File: config.mk
export PLATFORM = sky130hd
export DESIGN_NAME = gpio_irq_detect
export DESIGN_NICKNAME = d
export VERILOG_FILES = /design/src/rtl/gpio_irq_pkg.sv /design/src/rtl/gpio_in_sync.sv /design/src/rtl/gpio_cfg_regs.sv /design/src/rtl/gpio_pin_detect.sv /design/src/rtl/gpio_irq_detect.sv
export SDC_FILE = /design/constraint.sdc
export NUM_CORES = 1
export LEC_CHECK = 0
export BUFFER_PORTS_ARGS = -buffer_cell sky130_fd_sc_hd__buf_2
export CELL_PAD_IN_SITES_DETAIL_PLACEMENT = 0
export CELL_PAD_IN_SITES_GLOBAL_PLACEMENT = 2
export CORE_MARGIN = 1.5
export CORE_UTILIZATION = 33
export DETAILED_ROUTE_END_ITERATION = 12
export PLACE_DENSITY = 0.73
export SLEW_MARGIN = 0
export SYNTH_ARGS = -nofsm -noshare
export SYNTH_HDL_FRONTEND = slang
export SYNTH_SLANG_ARGS = --single-unit
File: constraint.sdc
create_clock -name clk -period 2.19 [get_ports clk]
set_input_delay 0.219 -clock clk [delete_from_list [all_inputs] [get_ports clk]]
set_output_delay 0.219 -clock clk [all_outputs]
set_load 0.005 [all_outputs]
File: src/rtl/gpio_irq_pkg.sv
package gpio_irq_pkg;

    localparam int ADDR_W = 3;

    typedef enum logic [ADDR_W-1:0] {
        A_SENSE = 3'd0,
        A_ANY   = 3'd1,
        A_POL   = 3'd2,
        A_MASK  = 3'd3,
        A_RAW   = 3'd4,
        A_MSTAT = 3'd5,
        A_CLR   = 3'd6,
        A_NONE  = 3'd7
    } reg_addr_e;

    // per-pin detection setup
    typedef struct packed {
        logic level;   // 1: level sense, 0: edge sense
        logic any;     // edge mode: both directions
        logic pol;     // 1: rising / high, 0: falling / low
    } pin_cfg_t;

    function automatic logic edge_hit(pin_cfg_t c, logic rise, logic fall);
        if (c.any) return rise | fall;
        return c.pol ? rise : fall;
    endfunction

    function automatic logic level_hit(pin_cfg_t c, logic s);
        return c.pol ? s : ~s;
    endfunction

endpackage

File: src/rtl/gpio_in_sync.sv
module gpio_in_sync #(
    parameter int NUM_PINS = 8
) (
    input  logic                clk,
    input  logic                rst,
    input  logic [NUM_PINS-1:0] pin_i,
    output logic [NUM_PINS-1:0] sync_o
);
    logic [NUM_PINS-1:0] stage1_q;
    logic [NUM_PINS-1:0] stage2_q;

    always_ff @(posedge clk) begin
        if (rst) begin
            stage1_q <= '0;
            stage2_q <= '0;
        end else begin
            stage1_q <= pin_i;
            stage2_q <= stage1_q;
        end
    end

    assign sync_o = stage2_q;
endmodule

File: src/rtl/gpio_cfg_regs.sv
module gpio_cfg_regs
    import gpio_irq_pkg::*;
#(
    parameter int NUM_PINS = 8
) (
    input  logic                clk,
    input  logic                rst,
    input  logic                we,
    input  logic [ADDR_W-1:0]   addr,
    input  logic [NUM_PINS-1:0] wdata,
    output logic [NUM_PINS-1:0] sense_o,
    output logic [NUM_PINS-1:0] any_o,
    output logic [NUM_PINS-1:0] pol_o,
    output logic [NUM_PINS-1:0] mask_o,
    output logic [NUM_PINS-1:0] clr_o
);
    logic [NUM_PINS-1:0] sense_q, any_q, pol_q, mask_q;

    always_ff @(posedge clk) begin
        if (rst) begin
            sense_q <= '0;
            any_q   <= '0;
            pol_q   <= '0;
            mask_q  <= '0;
        end else if (we) begin
            case (reg_addr_e'(addr))
                A_SENSE: sense_q <= wdata;
                A_ANY:   any_q   <= wdata;
                A_POL:   pol_q   <= wdata;
                A_MASK:  mask_q  <= wdata;
                default: ;
            endcase
        end
    end

    assign clr_o   = (we && reg_addr_e'(addr) == A_CLR) ? wdata : '0;
    assign sense_o = sense_q;
    assign any_o   = any_q;
    assign pol_o   = pol_q;
    assign mask_o  = mask_q;

    // configuration is cleared by reset
    assert_cfg_reset_R1: assert property (@(posedge clk)
        $fell(rst) |-> (sense_q == '0 && any_q == '0 && pol_q == '0 && mask_q == '0));
endmodule

File: src/rtl/gpio_pin_detect.sv
module gpio_pin_detect
    import gpio_irq_pkg::*;
(
    input  logic     clk,
    input  logic     rst,
    input  pin_cfg_t cfg_i,
    input  logic     sync_i,
    input  logic     clr_i,
    output logic     raw_o
);
    logic prev_q;
    logic latch_q;
    logic rise, fall, evt;

    assign rise = sync_i & ~prev_q;
    assign fall = ~sync_i & prev_q;
    assign evt  = edge_hit(cfg_i, rise, fall);

    always_ff @(posedge clk) begin
        if (rst) begin
            prev_q  <= 1'b0;
            latch_q <= 1'b0;
        end else begin
            prev_q <= sync_i;
            if (cfg_i.level)
                latch_q <= 1'b0;
            else
                latch_q <= (latch_q & ~clr_i) | evt;
        end
    end

    assign raw_o = cfg_i.level ? level_hit(cfg_i, sync_i) : latch_q;

    // an edge that coincides with a clear is kept
    assert_clr_collision_R9: assert property (@(posedge clk) disable iff (rst)
        (!cfg_i.level && evt && clr_i) |=> latch_q);

    // a held edge survives while no clear bit is written
    assert_edge_hold_R7: assert property (@(posedge clk) disable iff (rst)
        (!cfg_i.level && latch_q && !clr_i) |=> latch_q);

    // level mode never leaves a held edge behind
    assert_level_unlatched_R6: assert property (@(posedge clk) disable iff (rst)
        cfg_i.level |=> !latch_q);
endmodule

File: src/rtl/gpio_irq_detect.sv
module gpio_irq_detect
    import gpio_irq_pkg::*;
#(
    parameter int NUM_PINS = 8
) (
    input  logic                clk,
    input  logic                rst,
    input  logic [NUM_PINS-1:0] pin_i,
    input  logic                reg_we,
    input  logic [ADDR_W-1:0]   reg_addr,
    input  logic [NUM_PINS-1:0] reg_wdata,
    output logic [NUM_PINS-1:0] reg_rdata,
    output logic                irq_o
);
    logic [NUM_PINS-1:0] sync_s;
    logic [NUM_PINS-1:0] sense_s, any_s, pol_s, mask_s, clr_s;
    logic [NUM_PINS-1:0] raw_s;
    logic [NUM_PINS-1:0] mstat_s;

    gpio_in_sync #(.NUM_PINS(NUM_PINS)) u_sync (
        .clk    (clk),
        .rst    (rst),
        .pin_i  (pin_i),
        .sync_o (sync_s)
    );

    gpio_cfg_regs #(.NUM_PINS(NUM_PINS)) u_cfg (
        .clk     (clk),
        .rst     (rst),
        .we      (reg_we),
        .addr    (reg_addr),
        .wdata   (reg_wdata),
        .sense_o (sense_s),
        .any_o   (any_s),
        .pol_o   (pol_s),
        .mask_o  (mask_s),
        .clr_o   (clr_s)
    );

    for (genvar i = 0; i < NUM_PINS; i++) begin : g_pin
        pin_cfg_t pcfg;
        assign pcfg = '{level: sense_s[i], any: any_s[i], pol: pol_s[i]};

        gpio_pin_detect u_det (
            .clk    (clk),
            .rst    (rst),
            .cfg_i  (pcfg),
            .sync_i (sync_s[i]),
            .clr_i  (clr_s[i]),
            .raw_o  (raw_s[i])
        );
    end

    assign mstat_s = raw_s & mask_s;
    assign irq_o   = |mstat_s;

    always_comb begin
        case (reg_addr_e'(reg_addr))
            A_SENSE: reg_rdata = sense_s;
            A_ANY:   reg_rdata = any_s;
            A_POL:   reg_rdata = pol_s;
            A_MASK:  reg_rdata = mask_s;
            A_RAW:   reg_rdata = raw_s;
            A_MSTAT: reg_rdata = mstat_s;
            default: reg_rdata = '0;
        endcase
    end

    // a fully masked port never requests
    assert_mask_gates_R10: assert property (@(posedge clk) disable iff (rst)
        (mask_s == '0) |-> !irq_o);

    // a request always has at least one unmasked raw source
    assert_irq_source_R10: assert property (@(posedge clk) disable iff (rst)
        irq_o |-> ((raw_s & mask_s) != '0));
endmodule

# Word level (Yosys, flattened, before mapping)
# Index checks and enable logic that the tools add are counted.
dict set report totals {
  word_cells 158
  inputBits 22
  reg_bits 64
  output_inout_bits 9
}
dict set report classes {
  muxes 50
  reduce_logical 15
  n_bitwise 65
  n_eq_ne 6
}
# cell n
set ops {}
lappend ops {{2-to-1 mux 1 bit} 48}
lappend ops {{case mux 8 bit (6 select lines)} 1}
lappend ops {{bitwise AND 1 bit} 24}
lappend ops {{inverter 1 bit} 24}
lappend ops {{OR 1 bit} 16}
lappend ops {{OR reduction 2 bit} 8}
lappend ops {{== test 3 bit, second input constant} 3}
lappend ops {{bitwise AND 8 bit} 1}
lappend ops {{2-to-1 mux 8 bit} 1}
lappend ops {{AND reduction 2 bit} 4}
lappend ops {{OR reduction 8 bit} 1}
lappend ops {{== test 3 x 2 -> 1 bit, second input constant} 2}
lappend ops {{== test 3 x 1 -> 1 bit, second input constant} 1}
lappend ops {{logical NOT 3 bit} 1}
lappend ops {{logical AND 1 bit} 1}

# Depth between registers and ports, before layout
dict set report depth {
  ltp_word 6
  ltp_mapped 6
}

# Modules after synthesis
# Synthesis repeated with hierarchy kept, for this count alone.
dict set report hier_totals {
  cells_unflattened 337
  area_unflattened_um2 3479.6
}
# mod cells_per_inst area_per_inst_um2 instances
set by_module_without_submodules {}
lappend by_module_without_submodules {gpio_cfg_regs 128 1380.1 1}
lappend by_module_without_submodules {gpio_pin_detect 14 142.6 8}
lappend by_module_without_submodules {gpio_irq_detect 64 494.2 1}
lappend by_module_without_submodules {gpio_in_sync 33 464.2 1}

# Worst setup path before layout
# OpenSTA, ideal clock, no wires.
dict set report synth_timing {
  path_kind {register to output}
  startpoint {register u_cfg.sense_q[3] (netlist: u_cfg.sense_o[3])}
  endpoint {output port irq_o}
  stages_incl_launch_ff 5
  arrival_ps 1452
  required_ps 1971
  path_slack_ps 519
  cell_sequence {dfxtp_1 > nand3b_1 > nand4_1 > or3_1 > or4_1}
}
dict set report synth_between {
  elab_chain_len 3
}
# element line_no
set synth_lines {}
lappend synth_lines {{start: declaration} gpio_cfg_regs.sv:17} ;# logic [NUM_PINS-1:0] sense_q, any_q, pol_q, mask_q;
lappend synth_lines {{start signal: assignment} gpio_cfg_regs.sv:27} ;# A_SENSE: sense_q <= wdata;
lappend synth_lines {{2-to-1 mux 1 bit} gpio_pin_detect.sv:32} ;# assign raw_o = cfg_i.level ? level_hit(cfg_i, sync_i) : latch_q;
lappend synth_lines {{bitwise AND 8 bit} gpio_irq_detect.sv:54} ;# assign mstat_s = raw_s & mask_s;
lappend synth_lines {{OR reduction 8 bit} gpio_irq_detect.sv:55} ;# assign irq_o = |mstat_s;
lappend synth_lines {{end: declaration} gpio_irq_detect.sv:13} ;# output logic irq_o
# No other way between the ends.

# Worst setup path after layout
dict set report layout_timing {
  startpoint {register u_cfg.sense_q[7] (netlist: u_cfg.sense_o[7])}
  endpoint {output port irq_o}
}
# The elaborated chain is that of the path after synthesis.

==> results.toml <==
[outcome]
status = "finished, final reports clean"

[routing]
drtIter0Drc = 84
drc = 0
wirelength_mm = 7.88
drtPass1Iterations = 4
viasPerCell = 4.99
avgRoutedWirePerCell_um = 15.3
vias = 2575
postRouteAntennaNets = 0

[timing]
hold_viol = 0
slew_violations = 0
fmax_mhz = 471
post-route-min-period_ps = 2120
setup_violations = 0
tightest_slew_ps = 697
fin_crit_sh_pct = 96.9
rsz0062_at_grt = "yes"
hold_slack_ps = 87.6
skew_ps = 10.6
relSlewSlack_pct = 53.5
fin_tns_setup_ps = 0

[clock_network]
ctsHtreeMaxLevel = 3
ctsHoldBuffers = 0
clk_latency_ps = 340
cts_sinks = 64
cts_tree = "done"
path_clk_slew_ps = 70
clockBufferDepth = 2
cts_root_buf = "clkbuf_8"
numCtsBuffers = 9

[grt]
grt_pass1_vias = 2507
antenna_found_initial = 0
grt_first_pass_wirelength_mm = 13.1
use_met3_pct = 4.01
grt-ovfl-total = 0
grt.busiest_layer = "met2"
grt_max_degree = 35
grt_use_total_pct = 17.4
grtUsageMet2_pct = 25.8
use_met1_pct = 24.4

[logic_synthesis]
syn_inst = 351
synth_area_leader_cell = "dfxtp_1"
synth_ff_type = "dfxtp_1"
synth_most_common_cell = "nand2_1"
synth_cell_types = 26
synth_fp_nets = 389
avgSynthCellArea_um2 = 8.75
synth_seq_area_share_pct = 41.7
yosysTopAreaCellShare_pct = 41.7
async_flop_share_pct = 0
yosys-top-cells-area = "dfxtp_1 42%, nand2_1 11%, a21oi_1 6.5%"
yosys_warnings = 0
ys_ff_latch = 64
yosys-top-cells-count = "87 x nand2_1, 64 x dfxtp_1, 40 x a21oi_1"
synth-edff-count = 0
syn_area_mm2 = 0.00307

[power_and_ir_drop]
p_leak_nw = 1.45
p_per_area_mw_per_mm2 = 654
ir_drop_v = 0.000330

[die]
fp.dieH_um = 99.5
die_w_um = 99.5
rows = 35
io_pins = 31
core_mm2 = 0.00915
initial_core_util_pct = 33.6
die_area_mm2 = 0.00990

[critical_path]
worst-path-max-fanout = 7
slowest_stage = "or4_4"
slowest_delay_ps = 550
criticalPathCategory = "reg2out"
crit_chain = "o22ai_1, or3_1, or4_4, buf_6"
end_kind = "output pin"
critPathRequiredTime_ps = 1970
cp.arrival_ps = 1900
cp-start-kind = "flop"

[layout]
nFillCells = 925
nNetsFinal = 438
multi_input_area_mm2 = 0.00173
diodes = 0
drive_above_1_share_pct = 25.4
seq_area_mm2 = 0.00132
areaGrowthSynthToFinish_pct = 23.0

[placement]
port-buffer-count = 30
globalplace.congestion = 0.800
hpwl_mm = 5.24

[worst_hold_path]
hp-class = "in2reg"

[job]
cap_violations = 0
-- routing by layer --
metal	vias to the layer above	part of all wire, %
met5	-	0
met1	1217	50
met4	0	2.1
met3	11	4.5
li1	1299	-
met2	48	43
-- state kept, by name (all words and copies together) (netlist names) --
name / cells
u_sync.sync_o: 8
u_cfg.sense_o: 8
u_cfg.mask_o: 8
g_pin.u_det.latch_q: 8
u_sync.stage1_q: 8
u_cfg.pol_o: 8
g_pin.u_det.prev_q: 8
u_cfg.any_o: 8
-- final timing paths --
path | start | to | slack [ps] | cells past startpoint
max | u_cfg.sense_o[7]$_SDFFE_PP0P_ | irq_o | 70 | 4
min | pin_i[6] | u_sync.stage1_q[6]$_SDFF_PP0_ | 90 | 2
max reg2reg | u_sync.sync_o[2]$_SDFF_PP0_ | g_pin[2].u_det.latch_q$_SDFF_PP0_ | 1010 | 7
min reg2reg | u_sync.stage1_q[3]$_SDFF_PP0_ | u_sync.sync_o[3]$_SDFF_PP0_ | 430 | 1
-- cell type report --
type | instances | share of cell area [%]
clock buffers | 13 | 4.20
clock inverters | 3 | 1.06
inverters | 17 | 1.69
multi-input cells | 257 | 45.7
flip-flops and latches | 64 | 35.0
well taps | 111 | 3.67
repair buffers | 51 | 8.64
-- repair_timing --
| action | CTS | global route |
|---|---|---|
| pin swaps | 6 | 6 |
| buffers inserted | 10 | 1 |
| gates resized for setup | 27 | 7 |
| endpoints found under the setup margin | 1 | 1 |
-- logic make-up after synthesis --
kind of cell    count (synthesis)  synth area share, %
compound gates                 62                 11.3
xor+xnor                        8                 2.28
fa+ha+maj                      16                 6.51
buf+inv                        30                 3.79
flops                          64                 41.7
mux                            32                 14.3
simple gates                  139                 20.2
-- cells in the final DEF, fill, tap and decap left out --
cell,n
clkbuf_8,11
xor2_1,4
mux4_1,2
nand4_1,1
dfxtp_4,8
o22ai_2,1
mux2_2,8
nand2_1,87
mux2i_1,16
dfxtp_1,47
or2_4,1
xor2_2,3
and4b_1,1
o22ai_1,13
nor2_1,11
mux4_2,6
or3_1,1
inv_1,17
xor2_4,1
buf_2,29
buf_4,20
nand3b_1,4
nor2b_1,18
or4_4,1
dfxtp_2,9
buf_12,1
nand3_1,2
bufinv_16,1
a21oi_1,40
clkbuf_1,2
a211oi_1,8
ha_1,16
clkinv_2,2
nand2b_1,2
nor3_1,10
buf_6,1
-- critical path: cells and delay by family, from the launching register on --
family / cells / cell delay (ps)
AOI/OAI and AO/OA: 1 / 110
DFF: 1 / 390
and+or+nand+nor: 2 / 930
buffers and inverters: 1 / 130
-- stage by stage --
step	setup WS (ps)	area, µm²	cells	power, mW	util (%)
after global placement	241	3400	489	1.46	37.1
final	68.1	3780	516	2.47	41.3
after global routing	-11.6	3780	516	2.60	41.3
after detailed placement	239	3400	489	1.46	37.1
after floorplan	519	3070	351	1.37	-
after CTS	4.40	3740	515	2.51	40.9
-- report_power, final --
part	total (mW)	switching, mW	internal, mW	leakage, nW
clock	1.03	0.447	0.585	0.103
combinational	0.218	0.121	0.0970	0.813
sequential	1.22	0.0292	1.19	0.532
Power figures use the tool's default switching activity.
